**src/rtl/uart_rx_pkg.sv**
```systemverilog
package uart_rx_pkg;
    typedef enum logic [2:0] {
        RX_IDLE,
        RX_START,
        RX_DATA,
        RX_PARITY,
        RX_STOP
    } rx_phase_e;

    typedef struct packed {
        logic [8:0] data;
        logic       frame_err;
        logic       parity_err;
    } rx_word_t;

    localparam int unsigned TICKS_PER_BIT = 16;
    localparam int unsigned MID_TICK      = TICKS_PER_BIT / 2 - 1;
    localparam int unsigned BUF_W         = 32;
    localparam int unsigned HI_LANE       = 16;
endpackage

```
**src/rtl/uart_rx_sync.sv**
```systemverilog
module uart_rx_sync #(
    parameter int unsigned STAGES = 2
) (
    input  logic clk,
    input  logic rst_n,
    input  logic din,
    output logic dout
);
    typedef struct packed {
        logic [STAGES-1:0] chain;
    } sync_st_t;

    sync_st_t st_d, st_q;

    always_comb begin
        st_d = st_q;
        st_d.chain = {st_q.chain[STAGES-2:0], din};
    end

    always_ff @(posedge clk or negedge rst_n) begin
        if (!rst_n) st_q <= '{chain: '1};
        else        st_q <= st_d;
    end

    assign dout = st_q.chain[STAGES-1];
endmodule

```
**src/rtl/uart_rx_tick.sv**
```systemverilog
module uart_rx_tick #(
    parameter int unsigned DIV_W = 16
) (
    input  logic             clk,
    input  logic             rst_n,
    input  logic [DIV_W-1:0] divisor,
    output logic             tick
);
    typedef struct packed {
        logic [DIV_W-1:0] cnt;
        logic             tick;
    } tick_st_t;

    tick_st_t st_d, st_q;
    logic [DIV_W-1:0] limit;

    always_comb begin
        limit = (divisor == '0) ? DIV_W'(1) : divisor;
        st_d = st_q;
        if (st_q.cnt >= limit - DIV_W'(1)) begin
            st_d.cnt  = '0;
            st_d.tick = 1'b1;
        end else begin
            st_d.cnt  = st_q.cnt + DIV_W'(1);
            st_d.tick = 1'b0;
        end
    end

    always_ff @(posedge clk or negedge rst_n) begin
        if (!rst_n) st_q <= '0;
        else        st_q <= st_d;
    end

    assign tick = st_q.tick;
endmodule

```
**src/rtl/uart_rx_frame.sv**
```systemverilog
module uart_rx_frame
    import uart_rx_pkg::*;
(
    input  logic     clk,
    input  logic     rst_n,
    input  logic     tick,
    input  logic     rx,
    input  logic     nine_bit,
    input  logic     par_en,
    input  logic     par_odd,
    output logic     word_valid,
    output rx_word_t word
);
    typedef struct packed {
        rx_phase_e  phase;
        logic [3:0] sub;
        logic [3:0] bitn;
        logic [8:0] shreg;
        logic       par_acc;
        logic       perr;
        logic       valid;
        rx_word_t   word;
    } frame_st_t;

    frame_st_t  st_d, st_q;
    logic [3:0] last_bit;
    logic       sample_now;

    always_comb begin
        last_bit   = nine_bit ? 4'd8 : 4'd7;
        sample_now = tick && (st_q.sub == 4'(TICKS_PER_BIT - 1));
        st_d       = st_q;
        st_d.valid = 1'b0;
        if (tick && (st_q.phase == RX_DATA || st_q.phase == RX_PARITY || st_q.phase == RX_STOP))
            st_d.sub = sample_now ? 4'd0 : st_q.sub + 4'd1;
        case (st_q.phase)
            RX_IDLE: begin
                if (tick && !rx) begin
                    st_d.phase = RX_START;
                    st_d.sub   = 4'd1;
                end
            end
            RX_START: begin
                if (tick) begin
                    if (st_q.sub == 4'(MID_TICK)) begin
                        if (!rx) begin
                            st_d.phase   = RX_DATA;
                            st_d.sub     = 4'd0;
                            st_d.bitn    = 4'd0;
                            st_d.shreg   = '0;
                            st_d.par_acc = 1'b0;
                            st_d.perr    = 1'b0;
                        end else begin
                            st_d.phase = RX_IDLE;
                        end
                    end else begin
                        st_d.sub = st_q.sub + 4'd1;
                    end
                end
            end
            RX_DATA: begin
                if (sample_now) begin
                    st_d.shreg   = {rx, st_q.shreg[8:1]};
                    st_d.par_acc = st_q.par_acc ^ rx;
                    if (st_q.bitn == last_bit) begin
                        st_d.bitn  = 4'd0;
                        st_d.phase = par_en ? RX_PARITY : RX_STOP;
                    end else begin
                        st_d.bitn = st_q.bitn + 4'd1;
                    end
                end
            end
            RX_PARITY: begin
                if (sample_now) begin
                    st_d.perr  = (rx != (st_q.par_acc ^ par_odd));
                    st_d.phase = RX_STOP;
                end
            end
            RX_STOP: begin
                if (sample_now) begin
                    st_d.valid           = 1'b1;
                    st_d.word.data       = nine_bit ? st_q.shreg : {1'b0, st_q.shreg[8:1]};
                    st_d.word.frame_err  = !rx;
                    st_d.word.parity_err = par_en && st_q.perr;
                    st_d.phase           = RX_IDLE;
                end
            end
            default: st_d.phase = RX_IDLE;
        endcase
    end

    always_ff @(posedge clk or negedge rst_n) begin
        if (!rst_n) st_q <= '{phase: RX_IDLE, default: '0};
        else        st_q <= st_d;
    end

    assign word_valid = st_q.valid;
    assign word       = st_q.word;
endmodule

```
**src/rtl/uart_rx_packbuf.sv**
```systemverilog
module uart_rx_packbuf
    import uart_rx_pkg::*;
(
    input  logic             clk,
    input  logic             rst_n,
    input  logic             word_valid,
    input  rx_word_t         word,
    input  logic             pack_en,
    input  logic             rd_strobe,
    output logic [BUF_W-1:0] rbuf,
    output logic             data_ready,
    output logic             frame_err,
    output logic             parity_err,
    output logic             overrun,
    output logic             ready_pend
);
    localparam int unsigned LO_PAD = BUF_W - 9;
    localparam int unsigned HI_PAD = BUF_W - HI_LANE - 9;

    typedef struct packed {
        logic [BUF_W-1:0] rbuf;
        logic             ready;
        logic             pend;
        logic             half;
        logic             ferr;
        logic             perr;
        logic             ovr;
    } buf_st_t;

    buf_st_t st_d, st_q;

    always_comb begin
        st_d      = st_q;
        st_d.pend = 1'b0;
        if (rd_strobe) begin
            st_d.ready = 1'b0;
            st_d.ovr   = 1'b0;
        end
        if (st_q.pend) st_d.ready = 1'b1;
        if (!pack_en)  st_d.half  = 1'b0;
        if (word_valid) begin
            if (st_q.ready && !rd_strobe) st_d.ovr = 1'b1;
            if (!pack_en || !st_q.half) begin
                st_d.rbuf = {{LO_PAD{1'b0}}, word.data};
                st_d.ferr = word.frame_err;
                st_d.perr = word.parity_err;
                st_d.half = pack_en;
                st_d.pend = !pack_en;
            end else begin
                st_d.rbuf = {{HI_PAD{1'b0}}, word.data, st_q.rbuf[HI_LANE-1:0]};
                st_d.ferr = st_q.ferr | word.frame_err;
                st_d.perr = st_q.perr | word.parity_err;
                st_d.half = 1'b0;
                st_d.pend = 1'b1;
            end
        end
    end

    always_ff @(posedge clk or negedge rst_n) begin
        if (!rst_n) st_q <= '0;
        else        st_q <= st_d;
    end

    assign rbuf       = st_q.rbuf;
    assign data_ready = st_q.ready;
    assign frame_err  = st_q.ferr;
    assign parity_err = st_q.perr;
    assign overrun    = st_q.ovr;
    assign ready_pend = st_q.pend;
endmodule

```
**src/rtl/uart_rx_pack.sv**
```systemverilog
module uart_rx_pack
    import uart_rx_pkg::*;
#(
    parameter int unsigned DIV_W       = 16,
    parameter int unsigned SYNC_STAGES = 2
) (
    input  logic             clk,
    input  logic             rst_n,
    input  logic             rxd_async,
    input  logic [DIV_W-1:0] divisor,
    input  logic             nine_bit,
    input  logic             par_en,
    input  logic             par_odd,
    input  logic             pack_en,
    input  logic             rd_strobe,
    output logic [31:0]      rbuf,
    output logic             data_ready,
    output logic             frame_err,
    output logic             parity_err,
    output logic             overrun
);
    logic     rx_s;
    logic     tick;
    logic     word_valid;
    rx_word_t word;
    logic     ready_pend;

    uart_rx_sync #(.STAGES(SYNC_STAGES)) u_sync (
        .clk(clk), .rst_n(rst_n), .din(rxd_async), .dout(rx_s)
    );

    uart_rx_tick #(.DIV_W(DIV_W)) u_tick (
        .clk(clk), .rst_n(rst_n), .divisor(divisor), .tick(tick)
    );

    uart_rx_frame u_frame (
        .clk(clk), .rst_n(rst_n), .tick(tick), .rx(rx_s),
        .nine_bit(nine_bit), .par_en(par_en), .par_odd(par_odd),
        .word_valid(word_valid), .word(word)
    );

    uart_rx_packbuf u_buf (
        .clk(clk), .rst_n(rst_n), .word_valid(word_valid), .word(word),
        .pack_en(pack_en), .rd_strobe(rd_strobe), .rbuf(rbuf),
        .data_ready(data_ready), .frame_err(frame_err),
        .parity_err(parity_err), .overrun(overrun), .ready_pend(ready_pend)
    );
endmodule

```
**config.mk**
```make
export PLATFORM = sky130hd
export DESIGN_NAME = uart_rx_pack
export DESIGN_NICKNAME = d
export VERILOG_FILES = /design/src/rtl/uart_rx_pkg.sv /design/src/rtl/uart_rx_sync.sv /design/src/rtl/uart_rx_tick.sv /design/src/rtl/uart_rx_frame.sv /design/src/rtl/uart_rx_packbuf.sv /design/src/rtl/uart_rx_pack.sv
export SDC_FILE = /design/constraint.sdc
export NUM_CORES = 1
export LEC_CHECK = 0
export BUFFER_PORTS_ARGS = -buffer_cell sky130_fd_sc_hd__buf_2
export CAP_MARGIN = 20
export CORE_UTILIZATION = 58
export DETAILED_ROUTE_END_ITERATION = 12
export GPL_TIMING_DRIVEN = 0
export HOLD_SLACK_MARGIN = 0.05
export PLACE_DENSITY = 0.81
export SYNTH_ARGS = -nofsm -noshare
export SYNTH_HDL_FRONTEND = slang
export SYNTH_SLANG_ARGS = --single-unit
```
**constraint.sdc**
```tcl
create_clock -name clk -period 2.7 [get_ports clk]
set_clock_uncertainty 0.15 [all_clocks]
set_input_delay 0.135 -clock clk [delete_from_list [all_inputs] [get_ports clk]]
set_output_delay 0.135 -clock clk [all_outputs]
set_load 0.005 [all_outputs]
```
Yosys cells after proc, flatten, opt, wreduce, memory -nomap -nowiden:

Cells that the tools add are included.

* add/sub/neg operators: 4
* $mul: 0
* div/mod/pow operators: 0
* magnitude comparators: 1
* equality and inequality tests: 17
* shift-type cells: 0
* multiplexer cells: 35
* bitwise operators: 4
* reductions and logical operators: 22

Operators with widths (count)
* 14-bit one-hot mux with 2 select lines: 1
* 25-bit two-way mux: 1
* 12-bit two-way mux: 2
* 4-bit two-way mux: 6
* 22-bit two-way mux: 1
* 19-bit two-way mux: 1
* 3-bit two-way mux: 6
* 17-bit two-way mux: 1
* 16-bit by 1-bit adder with 16-bit output (second input constant): 1
* 16-bit greater-or-equal comparator: 1
* 16-bit zero test: 1
* 16-bit two-way mux: 1
* 16-bit by 1-bit subtractor with 16-bit output (second input constant): 1
* 15-bit two-way mux: 1
* 3-bit one-hot mux with 5 select lines: 1
* 14-bit two-way mux: 1
* 2-bit by 1-bit != test with 1-bit output (second input constant): 6
* 5-bit AND reduction: 2
* 9-bit two-way mux: 1
* 4-bit by 1-bit adder with 4-bit output (second input constant): 2
* 4-bit one-hot mux with 2 select lines: 1
* 7-bit two-way mux: 1
* 7-bit AND reduction: 1
* 3-bit by 2-bit == test with 1-bit output (second input constant): 2
* 19 further kinds: 40

* bits in registers: 84
* latch bits: 0
* RAM bits: 0
* memory bits (read-only): 0
* input bits: 24
* output and inout port bits: 36
* memories kept: 0

Depth between registers and ports, before layout:

* depth in word-level cells: 9
* gate-level depth with buffers: 17
* gate-level depth less buffers: 15

Hierarchy:

Synthesis repeated with hierarchy kept, for this count alone.

* cell total of the unflattened synthesis: 488
* area, all modules: 4698.3 µm²

Modules (own cells, without submodules)
* uart_rx_frame: instances 1, cells each 223, area an instance 2040.7 µm², seq. area each 850.8 µm²
* uart_rx_tick: instances 1, cells each 150, area an instance 1381.3 µm², seq. area each 425.4 µm²
* uart_rx_packbuf: instances 1, cells each 113, area an instance 1223.7 µm², seq. area each 600.6 µm²
* uart_rx_sync: instances 1, cells each 2, area an instance 52.6 µm², seq. area each 52.6 µm²

Worst setup path after synthesis:

OpenSTA, ideal clock, no wires.

* kind: input to register
* start: input port divisor[9]
* end: register u_tick.st_q[10] in the netlist's numbering
* library setup time: 0.121 ns
* arrival time: 2.897 ns
* path slack: -0.468 ns
* stages on the path: 15
* path buffers: 1
* cells stage by stage: or4_1 > nor2_1 > a21oi_1 > ha_1 > nand2_1 > nor2_1 > nand2_1 > xor2_1 > ha_1 > nand2_1 > o21ai_0 > o21ai_0 > a22oi_1 > buf_2 > nor2_1

RTL lines
* from (decl): line uart_rx_pack.sv:10 `input logic [DIV_W-1:0] divisor,`
* to (signal assigned): line uart_rx_tick.sv:31 `else st_q <= st_d;`
* to (decl): line uart_rx_tick.sv:14 `tick_st_t st_d, st_q;`

==> results.md <==
- Outcome: complete, but fails checks
- Violated checks: negative setup slack
- Ys flop type: dfrtp_1
- Max IR drop VDD: 0.5033 mV
- Via-to-Cell Ratio: 5.402
- R2R Path End: u_tick.st_q[14]$_DFF_PN0_
- Final min period: 2759 ps
- Worst slew pin tran: 615.5 ps
- Initial Util: 61.41%
- Largest net degree at the start of global routing: 57
- Cells along the critical path: buf_6 -> or3_1 -> or2_1 -> buf_6 -> nor2_4 -> a21oi_2 -> ha_2 -> nand2_4 -> nor2_4 -> nand2_2 -> xor2_1 -> ha_1 -> nand2_2 -> o21ai_4 -> o21ai_2 -> a22oi_2 -> buf_6 -> nor2_2
- Synth-to-Final Area Change: 21.42%
- Worst EP arrival: 2850 ps
- Leak: 2.467 nW
- Placer Congestion: 0.8002
- MaxCap Viol Count: 0
- Number of global-route vias before repair: 3210
- Num CTS Buffers: 9
- WL met1: 3684 um
- PortBufs: 45
- Hold Crit Class: in2async
- Insertion delay to the later sink of the worst-skew pair: 350 ps
- Synth Instances: 442
- Synth area leader: dfrtp_1
- Final period util: 102.2%
- Number of distinct library cells after synthesis: 52
- Flop2flop setup slack: 500 ps
- Layout cells sized above 1: 29.68%
- Drt pass-1 iters: 4
- First-pass GRT wire length: 14100 um
- Via count: 3376
- CTS tree: yes
- Reg2Reg Depth: 8
- Post-Layout Cell Count: 625
- N_diodes: 0
- Root buf cell: clkbuf_8
- Rel. slew slack: 58.97%
- Unrepaired setup endpoints after global routing: true
- Setup crit end: u_tick.st_q[14]$_DFF_PN0_
- Critical path depth in cells: 18
- Mean Syn Cell Area: 9.647 sq um
- Setup CP Type: in2reg
- CP max-delay cell: or3_1
- Die extent in y: 87.75 um
- Fmax: 362.4 MHz
- Total Wirelength: 8471 um
- CTS max path bufs: 2
- # IOs: 60
- RR Startpoint: u_tick.st_q[1]$_DFF_PN0_
- Core ar.: 6944 sq um
- Crit path max-delay family: simple AND/OR/NAND/NOR gates
- Setup Total Neg Slack: -529.5 ps
- Fin. Hold Viols: 0
- Met3 wire length: 274 um
- Detailed placement HPWL: 5904 um
- Grt ovf: 0
- Yosys warnings: 0
- Crit. End Element: flop
- Cell mode on critical path: buf_6
- Post-synthesis sequential element count: 77
- Critical Path Start: divisor[1]
- Placed insts: 597
- Multi-input logic area: 2153 sq um
- Max-slew violation count: 0
- Final antenna-violating net count: 0
- Top-count cell post-synth: dfrtp_1
- Total power: 0.003059 W
- DRC errors left: 0
- FFs w/ async S/R, synth: 100.0%
- Chip Width: 87.75 um
- Most common library cells after synthesis: dfrtp_1, nand2_1, nor2_1, buf_4, o21ai_0
- Initial antenna violation count: 0
- Syn Std Cell Area: 4264 sq um
- Clk slew on worst S/H paths: 90 ps
- Post-synth EDFFs: 0
- Final Instance Area: 5177 sq um
- H-tree Lvls: 3
- Layout fillers: 485
- GRT Total Usage: 23.34%
- Layout Nets: 568
- CP Launch Type: primary input
- Place WS: -644.1 ps
- Buf/Inv on CP: 3
- Initial drt markers: 171
- Highest metal used: met4
- Sequential fraction of the synthesis area: 45.25%
- Critical Path Fanout Max: 6
- Pwr per Cell Area: 590.7 nW/um^2
- Avg WL per Cell: 13.55 um
- CTS Sinks: 77
- Top post-synthesis cells by area: dfrtp_1, ha_1, buf_4
- FF+latch area: 1929 sq um
- CP max stage delay: 370 ps
- Setup ws final: -59.29 ps
- Die ar.: 7699 sq um
- Final setup viols: 14
- Post-placement cell area: 4741 sq um
- Share of the synthesized area in the top cell type: 44.01%
- Row cnt: 30
- Met2 wire len: 4386 um
- CP Data Required Time: 2790 ps
-- worst min-delay path by stage --
stage / from / end / slack [ps]
detailed placement: rst_n / u_buf.rbuf[0]$_DFFE_PN0P_ / -100
CTS: rst_n / u_buf.rbuf[0]$_DFFE_PN0P_ / 70
global route: rst_n / u_buf.overrun$_DFF_PN0_ / 100
global placement: rxd_async / u_sync.st_q[0]$_DFF_PN1_ / 90
finish: rst_n / u_buf.rbuf[0]$_DFFE_PN0P_ / 60
floorplan: rst_n / u_buf.data_ready$_DFFE_PN0P_ / -310
-- worst register-to-register path, cell delays in order (launching register included) --
cell and delay, ps:
dfrtp_1 470, inv_1 70, ha_1 290, or3b_2 440, o2111ai_1 130, a31o_2 190, a22oi_2 110, buf_6 180
nor2_2 100
-- metrics by stage --
stage               utilization (%)  hold slack (ps)
global route                  74.56            96.99
detailed placement            68.27           -102.3
global placement              67.84            90.04
CTS                           73.42            66.83
floorplan                         -           -310.6
finish                        74.56            60.52
-- cell usage in the layout (no fill, tap or decap), types with 15 or more instances in the layout --
cell,Yosys,final
dfrtp_1,75,75
nand2_1,56,51
buf_2,4,45
buf_4,32,39
nor2_1,39,29
o21ai_0,29,26
inv_1,18,18
ha_1,20,18
nand3_1,16,16
xnor2_1,15,15
-- layout make-up --
type,count,share of cell area [%]
multi-input combinational,313,41.59
sequential,77,37.26
timing repair buffer,59,7.443
buffer,46,6.042
clock buffer,10,2.658
tap,96,2.320
clock inverter,6,1.377
inverter,18,1.305
-- where the power goes --
part | switching [W] | total [W] | internal [W]
Clock | 0.000448 | 0.000906 | 0.000458
Sequential | 0.000158 | 0.00143 | 0.00127
Combinational | 0.000377 | 0.000723 | 0.000346
-- registers in the layout, indices dropped and copies added, names as in the netlist, 2 cells and up --
signal / cells
u_frame.word: 11
u_buf.rbuf: 18
u_frame.st_q: 22
u_tick.st_q: 16
u_sync.st_q: 2
-- layer usage --
| metal | up-vias | global-route usage [%] |
|---|---|---|
| met1 | 1635 | 29.55 |
| met3 | 13 | 2.922 |
| met2 | 77 | 40.73 |
| li1 | 1651 | - |
| met5 | - | 0 |
| met4 | 0 | 9.091 |
-- what timing repair did --
item | in CTS | in global routing
hold endpoints to repair | 85 | 0
pin swaps | 17 | 6
buffers inserted | 6 | 1
gates resized for setup | 14 | 19
hold buffers | 5 | 0
cloned | 1 | 0
endpoints found under the setup margin | 17 | 17
-- kinds of logic (layout without fill, tap and decap cells) --
logic type               after synthesis  count (layout)  share of synthesized area (%)
other                                  1              14                        0.08794
AND/OR/NAND/NOR                      154             154                          17.05
XOR/XNOR                              28              28                          5.751
buffers and inverters                 65             139                          8.861
AO/OA/AOI/OAI                         78              78                          12.38
flip-flops                            77              77                          45.25
adder cells (fa/ha/maj)               20              20                          5.869
multiplexers                          19              19                          4.754
Note: power is estimated with default switching activity, not from simulation.
